==> src/rtl/vbs_pkg.sv <==
// Shared definitions for the bitstream front end: opcodes, controller
// states and the start-code prefix. Assumes 32-bit stream words.
package vbs_pkg;
    localparam logic [3:0]  OP_INIT   = 4'd0;
    localparam logic [3:0]  OP_SHIFT  = 4'd1;
    localparam logic [3:0]  OP_SEARCH = 4'd2;
    localparam logic [23:0] SC_PREFIX = 24'h000001;

    typedef enum logic [1:0] {
        ST_IDLE   = 2'd0,
        ST_SHIFT  = 2'd1,
        ST_SEARCH = 2'd2
    } vbs_state_e;
endpackage

==> src/rtl/vbs_bitbuf.sv <==
// Bit buffer: holds up to two words, MSB-aligned (bit BUF_W-1 is next).
// Each cycle it drops `consume` bits and, if room existed at the start of
// the cycle (fill <= WORD_W), appends one input word behind the rest.
// Assumes the consumer never asks for more bits than fill.
module vbs_bitbuf #(
    parameter int WORD_W = 32,
    parameter int BUF_W  = 2 * WORD_W,
    parameter int FILL_W = $clog2(BUF_W + 1)
) (
    input  logic              clk,
    input  logic              rst_n,
    input  logic [WORD_W-1:0] in_data,
    input  logic              in_valid,
    output logic              in_ready,
    input  logic [FILL_W-1:0] consume,
    output logic [WORD_W-1:0] head,
    output logic [FILL_W-1:0] fill
);
    logic [BUF_W-1:0]  buf_q, buf_d, kept, placed;
    logic [FILL_W-1:0] fill_q, fill_d, fill_after;
    logic              load;

    // Room for a whole word decides the input handshake.
    assign in_ready = (fill_q <= FILL_W'(WORD_W));
    assign head     = buf_q[BUF_W-1 -: WORD_W];
    assign fill     = fill_q;

    // Next buffer contents: shift out consumed bits, append a word if taken.
    always_comb begin
        load       = in_valid && in_ready;
        fill_after = fill_q - consume;
        kept       = buf_q << consume;
        placed     = {in_data, {(BUF_W - WORD_W){1'b0}}} >> fill_after;
        buf_d      = load ? (kept | placed) : kept;
        fill_d     = fill_after + (load ? FILL_W'(WORD_W) : '0);
    end

    // Buffer and fill level registers.
    always_ff @(posedge clk) begin
        if (!rst_n) begin
            buf_q  <= '0;
            fill_q <= '0;
        end else begin
            buf_q  <= buf_d;
            fill_q <= fill_d;
        end
    end

    assert_fill_bound_R2: assert property (@(posedge clk) disable iff (!rst_n)
        fill_q <= FILL_W'(BUF_W));
    assert_consume_le_fill_R6: assert property (@(posedge clk) disable iff (!rst_n)
        consume <= fill_q);
endmodule

==> src/rtl/vbs_ctrl.sv <==
// Command controller: accepts a command only when idle, runs shift and
// start-code search, and reports completion. A search tests the buffer
// head once per clock, needing a full word buffered; on a miss it drops
// one bit, on a hit it drops the whole start code.
module vbs_ctrl
    import vbs_pkg::*;
#(
    parameter int WORD_W  = 32,
    parameter int FILL_W  = 7,
    parameter int SHIFT_W = 4,
    parameter int CODE_W  = 8
) (
    input  logic              clk,
    input  logic              rst_n,
    input  logic              cmd_valid,
    input  logic [3:0]        cmd_code,
    input  logic [CODE_W-1:0] cmd_count,
    output logic              cmd_ready,
    input  logic [WORD_W-1:0] head,
    input  logic [FILL_W-1:0] fill,
    output logic [FILL_W-1:0] consume,
    output logic              clr_count,
    output logic              finish,
    output logic              done_o
);
    vbs_state_e          state_q;
    logic [SHIFT_W-1:0]  amount_q;
    logic [CODE_W-1:0]   code_q;
    logic                accept, run_done, instant;

    assign cmd_ready = (state_q == ST_IDLE);
    assign accept    = cmd_valid && cmd_ready;
    assign instant   = (cmd_code != OP_SHIFT) && (cmd_code != OP_SEARCH);
    assign clr_count = accept && (cmd_code == OP_INIT);
    assign finish    = run_done || (accept && instant);

    // Per-state consumption and completion for the running command.
    always_comb begin
        consume  = '0;
        run_done = 1'b0;
        case (state_q)
            ST_SHIFT: begin
                if (fill >= FILL_W'(amount_q)) begin
                    consume  = FILL_W'(amount_q);
                    run_done = 1'b1;
                end
            end
            ST_SEARCH: begin
                if (fill >= FILL_W'(WORD_W)) begin
                    if (head == {SC_PREFIX, code_q}) begin
                        consume  = FILL_W'(WORD_W);
                        run_done = 1'b1;
                    end else begin
                        consume = FILL_W'(1);
                    end
                end
            end
            default: ;
        endcase
    end

    // State, latched arguments and the done flag.
    always_ff @(posedge clk) begin
        if (!rst_n) begin
            state_q  <= ST_IDLE;
            amount_q <= '0;
            code_q   <= '0;
            done_o   <= 1'b0;
        end else if (accept) begin
            amount_q <= cmd_count[SHIFT_W-1:0];
            code_q   <= cmd_count;
            done_o   <= instant;
            case (cmd_code)
                OP_SHIFT:  state_q <= ST_SHIFT;
                OP_SEARCH: state_q <= ST_SEARCH;
                default:   state_q <= ST_IDLE;
            endcase
        end else if (run_done) begin
            done_o  <= 1'b1;
            state_q <= ST_IDLE;
        end
    end

    assert_done_needs_cmd_R7: assert property (@(posedge clk) disable iff (!rst_n)
        $rose(done_o) |-> ($past(cmd_valid) || $past(state_q != ST_IDLE)));
    assert_busy_blocks_cmd_R9: assert property (@(posedge clk) disable iff (!rst_n)
        (state_q != ST_IDLE && !run_done) |=> (state_q == $past(state_q)));
endmodule

==> src/rtl/vbs_bitcount.sv <==
// Consumed-bit counter: adds the bits dropped each cycle, clears on the
// initialise command, and wraps modulo 2^CNT_W.
module vbs_bitcount #(
    parameter int CNT_W  = 32,
    parameter int FILL_W = 7
) (
    input  logic              clk,
    input  logic              rst_n,
    input  logic              clr,
    input  logic [FILL_W-1:0] add,
    output logic [CNT_W-1:0]  count
);
    // Wrapping accumulation of consumed bits.
    always_ff @(posedge clk) begin
        if (!rst_n)   count <= '0;
        else if (clr) count <= '0;
        else          count <= count + CNT_W'(add);
    end

    assert_clr_no_add_R4: assert property (@(posedge clk) disable iff (!rst_n)
        clr |-> (add == '0));
endmodule

==> src/rtl/vbs_frontend.sv <==
// Top of the bitstream front end: bit buffer, command controller, bit
// counter and interrupt flag. The window is the next WIN_W bits of the
// buffer, zero-extended to the register width.
module vbs_frontend #(
    parameter int WORD_W = 32,
    parameter int WIN_W  = 16,
    parameter int CNT_W  = 32,
    parameter int CODE_W = 8
) (
    input  logic              clk,
    input  logic              rst_n,
    input  logic [WORD_W-1:0] in_data,
    input  logic              in_valid,
    output logic              in_ready,
    input  logic              cmd_valid,
    input  logic [3:0]        cmd_code,
    input  logic [CODE_W-1:0] cmd_count,
    output logic              cmd_ready,
    input  logic              irq_en,
    input  logic              irq_clear,
    output logic              done_o,
    output logic              irq_o,
    output logic [WORD_W-1:0] window_o,
    output logic [CNT_W-1:0]  bit_count_o
);
    localparam int BUF_W   = 2 * WORD_W;
    localparam int FILL_W  = $clog2(BUF_W + 1);
    localparam int SHIFT_W = 4;

    logic [WORD_W-1:0] head;
    logic [FILL_W-1:0] fill, consume;
    logic              clr_count, finish;

    vbs_bitbuf #(.WORD_W(WORD_W), .BUF_W(BUF_W), .FILL_W(FILL_W)) u_buf (
        .clk(clk), .rst_n(rst_n), .in_data(in_data), .in_valid(in_valid),
        .in_ready(in_ready), .consume(consume), .head(head), .fill(fill));

    vbs_ctrl #(.WORD_W(WORD_W), .FILL_W(FILL_W), .SHIFT_W(SHIFT_W), .CODE_W(CODE_W)) u_ctrl (
        .clk(clk), .rst_n(rst_n), .cmd_valid(cmd_valid), .cmd_code(cmd_code),
        .cmd_count(cmd_count), .cmd_ready(cmd_ready), .head(head), .fill(fill),
        .consume(consume), .clr_count(clr_count), .finish(finish), .done_o(done_o));

    vbs_bitcount #(.CNT_W(CNT_W), .FILL_W(FILL_W)) u_cnt (
        .clk(clk), .rst_n(rst_n), .clr(clr_count), .add(consume), .count(bit_count_o));

    assign window_o = {{(WORD_W - WIN_W){1'b0}}, head[WORD_W-1 -: WIN_W]};

    // Interrupt flag: set on an enabled completion, dropped by clear.
    always_ff @(posedge clk) begin
        if (!rst_n)                 irq_o <= 1'b0;
        else if (finish && irq_en)  irq_o <= 1'b1;
        else if (irq_clear)         irq_o <= 1'b0;
    end

    assert_irq_needs_en_R8: assert property (@(posedge clk) disable iff (!rst_n)
        $rose(irq_o) |-> $past(irq_en));
    assert_irq_needs_done_R8: assert property (@(posedge clk) disable iff (!rst_n)
        $rose(irq_o) |-> done_o);
endmodule

==> config.mk <==
export PLATFORM = sky130hd
export DESIGN_NAME = vbs_frontend
export DESIGN_NICKNAME = d
export VERILOG_FILES = /design/src/rtl/vbs_pkg.sv /design/src/rtl/vbs_bitbuf.sv /design/src/rtl/vbs_ctrl.sv /design/src/rtl/vbs_bitcount.sv /design/src/rtl/vbs_frontend.sv
export SDC_FILE = /design/constraint.sdc
export NUM_CORES = 1
export LEC_CHECK = 0
export CORE_MARGIN = 2
export CORE_UTILIZATION = 30
export DETAILED_ROUTE_END_ITERATION = 10
export DONT_BUFFER_PORTS = 1
export PLACE_DENSITY = 0.43
export SYNTH_ARGS = -nofsm -noshare
export SYNTH_HDL_FRONTEND = slang
export SYNTH_SLANG_ARGS = --single-unit
==> constraint.sdc <==
create_clock -name clk -period 7.7 [get_ports clk]
set_clock_uncertainty 0.15 [all_clocks]
set_input_delay 0.77 -clock clk [delete_from_list [all_inputs] [get_ports clk]]
set_output_delay 0.77 -clock clk [all_outputs]
set_load 0.1 [all_outputs]
# After elaboration in Yosys (flattened, before gate mapping)
# Index checks and enable logic that the tools add are counted.
# W data, S select, Z words.
classes:
  addsub: 3
  magnitude_cmp: 3
  n_eq_ne: 7
  shifts: 2
  muxes: 17
  bitwise_logic: 2
  n_reduce_logical: 12
op_table:
  columns: ["cell", "count"]
  rows:
  - ["$mux W64", 1]
  - ["$or A64 B64 Y64", 1]
  - ["$shl A64 B7 Y64", 1]
  - ["$shr A64 B7 Y64", 1]
  - ["$add A32 B7 Y32", 1]
  - ["$eq A32 B9 Y1", 1]
  - ["$pmux W7 S2", 1]
  - ["$mux W6", 2]
  - ["$add A7 B7 Y7", 1]
  - ["$ge A7 B4 Y1", 1]
  - ["$ge A7 B6 Y1 const B", 1]
  - ["$le A7 B6 Y1 const B", 1]
  - ["$mux W1", 7]
  - ["$mux W7", 1]
  - ["$sub A7 B7 Y7", 1]
  - ["$logic_and A1 B1 Y1", 6]
  - ["$eq A4 B1 Y1 const B", 1]
  - ["$eq A4 B2 Y1 const B", 1]
  - ["$logic_not A4 Y1", 1]
  - ["$mux W2", 2]
  - ["$mux W4", 1]
  - ["$ne A4 B1 Y1 const B", 1]
  - ["$ne A4 B2 Y1 const B", 1]
  - ["$pmux W2 S2", 1]
  - ["8 further kinds", 9]
totals:
  regBits: 119
  input_bits: 50
  output_inout_bits: 68
  elab_cells: 54

# Logic depth before layout (Yosys ltp)
# Gate-level depths: netlist of run 1.
depth:
  depth_word: 8
  ltp_mapped: 25
  ltp_nobuf: 17

# Modules after synthesis
# A second synthesis of run 1 with hierarchy kept.
unflattened:
  hier_cells: 1462
  area_unflattened_um2: 11917.7
modules_own_cells:
  columns: ["module", "n_inst", "cells_per_inst", "area_per_inst_um2"]
  rows:
  - ["vbs_bitbuf", 1, 1154, 9277.6]
  - ["vbs_bitcount", 1, 179, 1622.8]
  - ["vbs_ctrl", 1, 108, 852.1]
  - ["vbs_frontend", 1, 21, 165.2]

# Worst setup path before layout of run 1
# Ideal clock, no wire load.
synth_timing:
  path_kind: "flip-flop to flip-flop"
  from: "register u_ctrl.code_q[2]"
  to: "register u_buf.buf_q[2]"
  setup_ns: 0.128
  t_arrival_ns: 5.355
  setup_slack_ns: 2.068
  path_stages_with_launch: 26
  cell_sequence: "dfxtp_1 > inv_2 > clkbuf_1 > clkbuf_1 > ha_1 > a21o_1 > a31o_2 > buf_2 > a21o_1 > buf_6 > a2bb2oi_4 > inv_2 > buf_2 > buf_1 > ha_1 > fa_1 > buf_2 > buf_1 > clkbuf_1 > mux4_2 > mux2i_1 > o21ai_0 > o21ai_0 > mux2i_1 > a222oi_1 > nor2_1"
synth_via:
  elab_chain_len: 8
  word_cells_on_any_way: 9
  classes_between: "1 x add/sub; 1 x eq/ne; 2 x shift; 4 x mux; 1 x bitwise"
synth_lines:
  columns: ["element", "line_no", "text"]
  rows:
  - ["start: declaration", "vbs_ctrl.sv:28", "logic [CODE_W-1:0] code_q;"]
  - ["start signal: assignment", "vbs_ctrl.sv:71", "code_q <= cmd_count;"]
  - ["$eq A32 B9 Y1 (*)", "vbs_ctrl.sv:50", "if (head == {SC_PREFIX, code_q}) begin"]
  - ["$mux W6 (*)", "vbs_ctrl.sv:50", null]
  - ["$mux W7 (*)", "vbs_ctrl.sv:49", "if (fill >= FILL_W'(WORD_W)) begin"]
  - ["$pmux W7 S2 (*)", "vbs_ctrl.sv:41", "case (state_q)"]
  - ["$sub A7 B7 Y7", "vbs_bitbuf.sv:31", "fill_after = fill_q - consume;"]
  - ["$shr A64 B7 Y64", "vbs_bitbuf.sv:33", "placed = {in_data, {(BUF_W - WORD_W){1'b0}}} >> fill_after;"]
  - ["$or A64 B64 Y64", "vbs_bitbuf.sv:34", "buf_d = load ? (kept | placed) : kept;"]
  - ["$mux W64 (*)", "vbs_bitbuf.sv:34", null]
  - ["end signal: assignment", "vbs_bitbuf.sv:44", "buf_q <= buf_d;"]
  - ["end: declaration", "vbs_bitbuf.sv:19", "logic [BUF_W-1:0] buf_q, buf_d, kept, placed;"]
# Mark *: on every way between the ends. The rest lies on a longest branch, timed or not.
# A chain may end at the register's enable or synchronous reset.

# Final worst setup path of run 1
layout_timing:
  from: "register u_ctrl.code_q[2]"
  to: "register u_buf.buf_q[37]"
# Same word-level chain as after synthesis.

==> impl_metrics.yaml, run 1 <==
floorplanning:
  rows: 72
  io_pins: 118
  die-width_um: 202
  fp.dieH_um: 202
  core_mm2: 0.0386
  start_util_pct: 30.4
  die_area_mm2: 0.0408
synthesis:
  muxShareOfSynthArea_pct: 14.6
  synth_area_mm2: 0.0118
  netlist.area_leader.share_pct: 19.6
  ys_ff_latch: 115
  seq_area_frac_synth_pct: 19.6
  synthSimpleGateAreaFrac_pct: 20.5
  synth_cell_types: 90
  synth_ff_type: "dfxtp_1"
  yosys_warnings: 0
  synth_cells: 1551
  yosys.area.top_type: "dfxtp_1"
  synth_top_family_by_area: "compound AO/OA/AOI/OAI gates"
  synth_area_leaders: "dfxtp_1, mux2i_1, a21oi_1, nand2_1, mux4_2"
  synth_adder_area_share_pct: 2.36
  synth-edff-count: 0
  synth_compound_area_share_pct: 31.2
  synth_xor_area_share_pct: 2.90
  synth_area_per_cell_um2: 7.59
  async_reset_ff_share_pct: 0
pwr:
  p_switching_mw: 1.13
  power_density_mw_per_mm2: 201
  p_leak_nw: 4.57
  ir_drop_mv: 0.160
  p_int_mw: 1.39
  seqPwrFrac_pct: 31.9
  p_comb_share_pct: 35.4
  switching_share_pct: 44.7
  power.total_mw: 2.52
  clockPowerShare_pct: 32.7
detailed_routing:
  drc: 0
  ant_nets: 0
  vias: 12600
  routed_wl_um: 54800
  wl_per_cell_um: 27.5
  dr.pass1.iters: 6
  drt_iter0_drc: 1462
  wl_met3_um: 5590
  wl_met1_um: 23800
  maxUsedRoutingLayer: "met4"
  dr_wl_met2_um: 23200
  vias_per_cell: 6.30
cts:
  clk_pin_slew_worst_paths_ps: 60
  cts_root_buf: "clkbuf_16"
  cts_setup_buffers: 0
  numClockSinks: 115
  cts_max_path_buffers: 2
  cts_hold_buf: 0
  cts_resized: 0
  h-tree-depth: 4
  clock_latency_ps: 450
  cts_made_buffers: 17
  cts_tree: "done"
sta:
  hold_violations: 0
  holdWs_ps: 308
  tightest_slew_ps: 1140
  setup_violations: 0
  fin_ws_ps: 1320
  fin_crit_ps: 6380
  tns_ps: 0
  max_freq_ghz: 0.157
  rsz0062_at_grt: "false"
  slew_violations: 0
  fin_crit_sh_pct: 82.9
  slew-limit-headroom_pct: 24.1
critical_path:
  setup.worst_path.class: "reg -> reg"
  slowest_delay_ps: 960
  crit_arrival_ps: 6520
  crit_fanout: 30
  crit_slowest_cell: "fa_2"
  critPathCaptureType: "flip-flop"
  cp.required_ps: 7840
  crit_chain: "inv_2 > ha_1 > a21o_1 > a31o_2 > a21o_1 > a2bb2oi_4 > inv_2 > buf_4 > ha_2 > fa_2 > buf_4 > mux4_2 > mux2i_1 > nand3_1 > o21ai_0 > mux2i_1 > a32oi_1 > a21oi_1"
  startpoint_type: "flip-flop"
global_route:
  antenna_found_initial: 2
  grt.overflow.total: 0
  grt_pass1_wl_um: 79900
  grt_use_total_pct: 26.2
  grt_pass1_vias: 11700
  grt_max_degree: 67
finish:
  syn2layout_area_growth_pct: 6.30
  nets: 1534
  diodes: 0
  stdcell_count: 1994
  drive_gt1_share_pct: 10.6
  n_fill_cell: 4184
run:
  maxCapViolations: 0
placement:
  place.gp.congestion: 0.964
  dp_hpwl_um: 41000
  pre_cts_ws_ps: 1530
  place_inst: 1962
  place.port_buffers: 0
run_status:
  outcome: "finished clean"
worst_hold_path:
  hp-class: "in -> reg"
==> state kept, by name, indices dropped and copies added, names as in the netlist <==
signal          flops
u_ctrl.code_q       8
u_buf.buf_q        64
u_ctrl.done_o       1
irq_o               1
u_buf.fill          7
u_ctrl.state_q      2
u_cnt.count        32
==> layout make-up <==
type / count / area, µm² / share of cell area [%]
Timing Repair Buffer: 46 / 345 / 2.76
Multi-Input combinational cell: 1253 / 8510 / 68.1
Clock inverter: 14 / 141 / 1.13
Inverter: 30 / 114 / 0.910
Sequential cell: 115 / 2310 / 18.4
Clock buffer: 18 / 439 / 3.51
Tap cell: 518 / 648 / 5.18
==> cells by family (layout without fill, tap and decap cells) <==
family                   count (synthesis)  in the layout
adder cells (fa/ha/maj)                 21             21
other                                    1             16
XOR/XNOR                                39             39
buffers and inverters                  198            108
multiplexers                           144            144
flip-flops                             115            115
AND/OR/NAND/NOR                        501            501
AO/OA/AOI/OAI                          532            532
==> through the flow <==
step | utilization [%] | cell area (µm²)
5_1_grt | 32.4 | 12500
2_1_floorplan | - | 11800
3_5_place_dp | 30.9 | 11900
3_3_place_gp | 30.9 | 11900
6_report | 32.4 | 12500
4_1_cts | 32.4 | 12500
==> per-layer routing <==
| layer | global-route usage (%) | vias up |
|---|---|---|
| li1 | - | 5683 |
| met1 | 35.9 | 6031 |
| met2 | 37.9 | 719 |
| met3 | 7.93 | 124 |
| met4 | 10.8 | 0 |
| met5 | 0 | - |
==> power by group through the flow <==
| stage | clock (mW) | sequential [mW] | combinational [mW] |
|---|---|---|---|
| finish | 0.824 | 0.802 | 0.890 |
| CTS | 0.831 | 0.797 | 0.874 |
| floorplan | 0 | 0.733 | 0.689 |
| global placement | 0 | 0.811 | 0.876 |
| global route | 0.859 | 0.806 | 0.939 |
| detailed placement | 0 | 0.810 | 0.870 |
==> path summary, 6_finish.rpt <==
kind | start | endpoint | slack [ps] | depth (start not counted)
hold / removal | rst_n | u_buf.buf_q[42] | 310 | 1
setup reg to reg | u_ctrl.code_q[2] | u_buf.buf_q[37] | 1320 | 18
setup / recovery | u_ctrl.code_q[2] | u_buf.buf_q[37] | 1320 | 18
hold reg to reg | u_ctrl.code_q[5] | u_ctrl.code_q[5] | 320 | 2
==> worst max-delay path, delay by kind of cell, from the launching register on <==
family	cells	cell delay (ps)
AND/OR/NAND/NOR	1	130
flip-flops	1	320
multiplexers	3	980
AO/OA/AOI/OAI	7	2090
buffers and inverters	4	970
adder cells (fa/ha/maj)	3	1550
==> cells in the mapped netlist (all sizes together), types with 21 or more instances <==
cell	instances
clkbuf	57
nor3	46
o21ai	77
nor2	106
a31oi	26
xnor2	21
o21a	25
o21bai	22
buf	111
mux2i	104
nand3	87
a22oi	24
dfxtp	115
nor4	29
inv	27
o211ai	40
nand2	144
a21oi	145
==> cell usage in the layout, fill, tap and decap left out, drive strengths merged, types with 29 or more instances in the layout <==
master,count
a21oi,145
nand3,87
inv,35
o211ai,40
dfxtp,115
nor4,29
nor3,46
buf,46
nand2,144
nor2,106
o21ai,77
mux2i,104
No activity file was read; power rests on OpenSTA's default activity.
==> inputs of run 2 (changes only) <==
ABC_AREA = 1   (was unset)
clock period = 5.9 ns   (was 7.7 ns; I/O delays follow)
==> impl_metrics.yaml, run 2 <==
run_status:
  outcome: "finished with violations"
  violations: "DRC"
floorplanning:
  die-width_um: 194
  io_pins: 118
  fp.dieH_um: 194
  start_util_pct: 30.5
  core_mm2: 0.0357
  die_area_mm2: 0.0378
  rows: 69
finish:
  largest_register: "u_buf.buf_q"
  final_cell_mix: "nand3_1, nand2_1, inv_1, nor2_1, dfxtp_1"
  largest_reg_flops: 64
  final_common_cell: "nand3_1"
  diodes: 0
  largest_registers: "u_buf.buf_q x64, u_cnt.count x32, u_ctrl.code_q x8"
  drive_gt1_share_pct: 6.87
  syn2layout_area_growth_pct: 7.07
  final_cell_area_mm2: 0.0116
  fin_util_pct: 32.6
  nets: 1863
  n_fill_cell: 4043
critical_path:
  crit_arrival_ps: 5280
  r2r_start: "u_ctrl.code_q[2]"
  r2r_cells: 23
  endpoint: "u_buf.buf_q[43]"
  cp.required_ps: 6130
  crit_fanout: 37
  rr_endpoint: "u_buf.buf_q[43]"
  startpoint_type: "flip-flop"
  setup.worst_path.class: "reg -> reg"
  critPathCaptureType: "flip-flop"
  ff2ff_setup_slack_ps: 850
  startpoint: "u_ctrl.code_q[2]"
cts:
  cts_max_path_buffers: 2
  cts_root_buf: "clkbuf_16"
  clk_pin_slew_worst_paths_ps: 70
  cts_setup_buffers: 0
  cts_hold_buf: 0
  cts_made_buffers: 17
  cts_tree: "done"
  numClockSinks: 115
  cts_resized: 0
  h-tree-depth: 4
  clock_latency_ps: 440
synthesis:
  synth_ff_type: "dfxtp_1"
  seq_area_frac_synth_pct: 21.2
  netlist.area_leader.share_pct: 24.8
  synth_area_mm2: 0.0109
  yosys.area.top_type: "nand3_1"
  ys_ff_latch: 115
  yosys_warnings: 0
  synth-edff-count: 0
  synth_cell_types: 47
  synth_area_leaders: "nand3_1, dfxtp_1, nand2_1, a21oi_1, o21ai_0"
  yosysMostFrequentCell: "nand3_1"
  async_reset_ff_share_pct: 0
  synth_cells: 1874
  netlist_top_cells_count: "nand3_1, nand2_1, inv_1, nor2_1, dfxtp_1"
  synth_area_per_cell_um2: 5.80
detailed_routing:
  ant_nets: 0
  dr.pass1.iters: 11
  vias_per_cell: 5.48
  drc: 2
  vias: 12400
  wl_per_cell_um: 19.6
  drt_iter0_drc: 1515
  routed_wl_um: 44300
sta:
  rsz0062_at_grt: "false"
  setup_violations: 0
  fin_crit_ps: 5050
  tns_ps: 0
  fin_crit_sh_pct: 85.6
  hold_violations: 0
  holdWs_ps: 94.6
  max_freq_ghz: 0.198
  slew_violations: 0
  slew-limit-headroom_pct: 23.5
  tightest_slew_ps: 1150
global_route:
  grt_pass1_wl_um: 69200
  grt.overflow.total: 0
  use_met3_pct: 3.28
  globalRouteMet1Util_pct: 32.9
  grt_pass1_vias: 11600
  top_usage_layer: "met2"
  grt_use_total_pct: 23.2
  antenna_found_initial: 0
  grt_max_degree: 67
  met2_usage_pct: 36.7
placement:
  place.port_buffers: 0
  dp_hpwl_um: 33400
  placed_cell_area_mm2: 0.0110
  place.gp.congestion: 0.963
pwr:
  power_density_mw_per_mm2: 266
  p_comb_share_pct: 33.5
  p_leak_nw: 5.18
  clockPowerShare_pct: 36.8
  seqPwrFrac_pct: 29.7
  ir_drop_mv: 0.238
  switching_share_pct: 42.1
  p_int_mw: 1.79
  p_switching_mw: 1.31
run:
  maxCapViolations: 0
worst_hold_path:
  hp-class: "in -> reg"
[run 2: cell count changes in the layout (fill, tap and decap cells not counted), moves of 36 or more]
cell / change
mux2i_1: -72
a21oi_1: -43
nand3_1: +452
nand2_1: +284
o211ai_1: -36
inv_1: +103
[run 2: worst max-delay path: stages (launching register included)]
cell and delay [ps]:
dfxtp_1 310, inv_1 220, ha_1 320, a21oi_1 160, nand2_1 70, nand2_1 70
nand3_2 90, nand3_1 230, a21oi_1 110, buf_4 220, ha_2 200, fa_1 410
o21ai_1 380, o21ai_1 100, nand2_1 80, xor2_1 170, inv_2 60, nor2_2 450
nand2_4 230, clkinv_2 400, nand2_1 210, nand3_1 190, nand2_1 70, inv_1 50
[run 2: logic make-up (layout without fill, tap and decap cells)]
| group | Yosys count | count (layout) | share of synthesized area (%) |
|---|---|---|---|
| other | 1 | 16 | 0.0345 |
| AND/OR/NAND/NOR | 1169 | 1169 | 48.8 |
| adder cells (fa/ha/maj) | 21 | 21 | 2.56 |
| flip-flops | 115 | 115 | 21.2 |
| multiplexers | 32 | 32 | 2.95 |
| XOR/XNOR | 9 | 9 | 0.967 |
| AO/OA/AOI/OAI | 236 | 236 | 11.4 |
| buffers and inverters | 291 | 207 | 12.1 |
[run 2: how the worst min path moves through the flow]
stage                                 from          endpoint  slack, ps  depth (start not counted)
final                                rst_n     u_buf.fill[5]         90                          2
after detailed placement  u_ctrl.code_q[4]  u_ctrl.code_q[4]        310                          2
after global placement    u_ctrl.code_q[4]  u_ctrl.code_q[4]        310                          2
after floorplan           u_ctrl.code_q[5]  u_ctrl.code_q[5]        290                          2
after CTS                            rst_n     u_buf.fill[5]         70                          2
after global routing                 rst_n     u_buf.fill[5]         80                          2
[run 2: power by group through the flow]
stage | logic [mW] | clock network, mW | registers (mW)
final | 1.04 | 1.14 | 0.919
after global routing | 1.14 | 1.20 | 0.926
after CTS | 1.03 | 1.16 | 0.917
after detailed placement | 1.03 | 0 | 0.934
after global placement | 1.03 | 0 | 0.936
after floorplan | 0.801 | 0 | 0.918
[run 2: metal layers]
| layer | share of wire (%) | wire length (µm) |
|---|---|---|
| met1 | 47 | 20700 |
| met2 | 45 | 20000 |
| met3 | 6.2 | 2730 |
| met4 | 2.1 | 937 |
| met5 | 0 | 0 |
[run 2: stage by stage]
stage                     std cells  worst slack, ps  power, mW
final                          2266              851       3.10
after CTS                      2266              879       3.11
after detailed placement       2234              905       1.96
after global routing           2266              454       3.26
after floorplan                1889             2020       1.72
after global placement         2234              895       1.97
[run 2: area by class of cell]
class / instances / area [µm²] / area share (%)
multi-input cells: 1483 / 7340 / 63.1
clock buffers: 17 / 425 / 3.66
inverters: 137 / 515 / 4.43
repair buffers: 38 / 285 / 2.45
flip-flops and latches: 115 / 2300 / 19.8
well taps: 461 / 577 / 4.96
clock inverters: 15 / 193 / 1.66
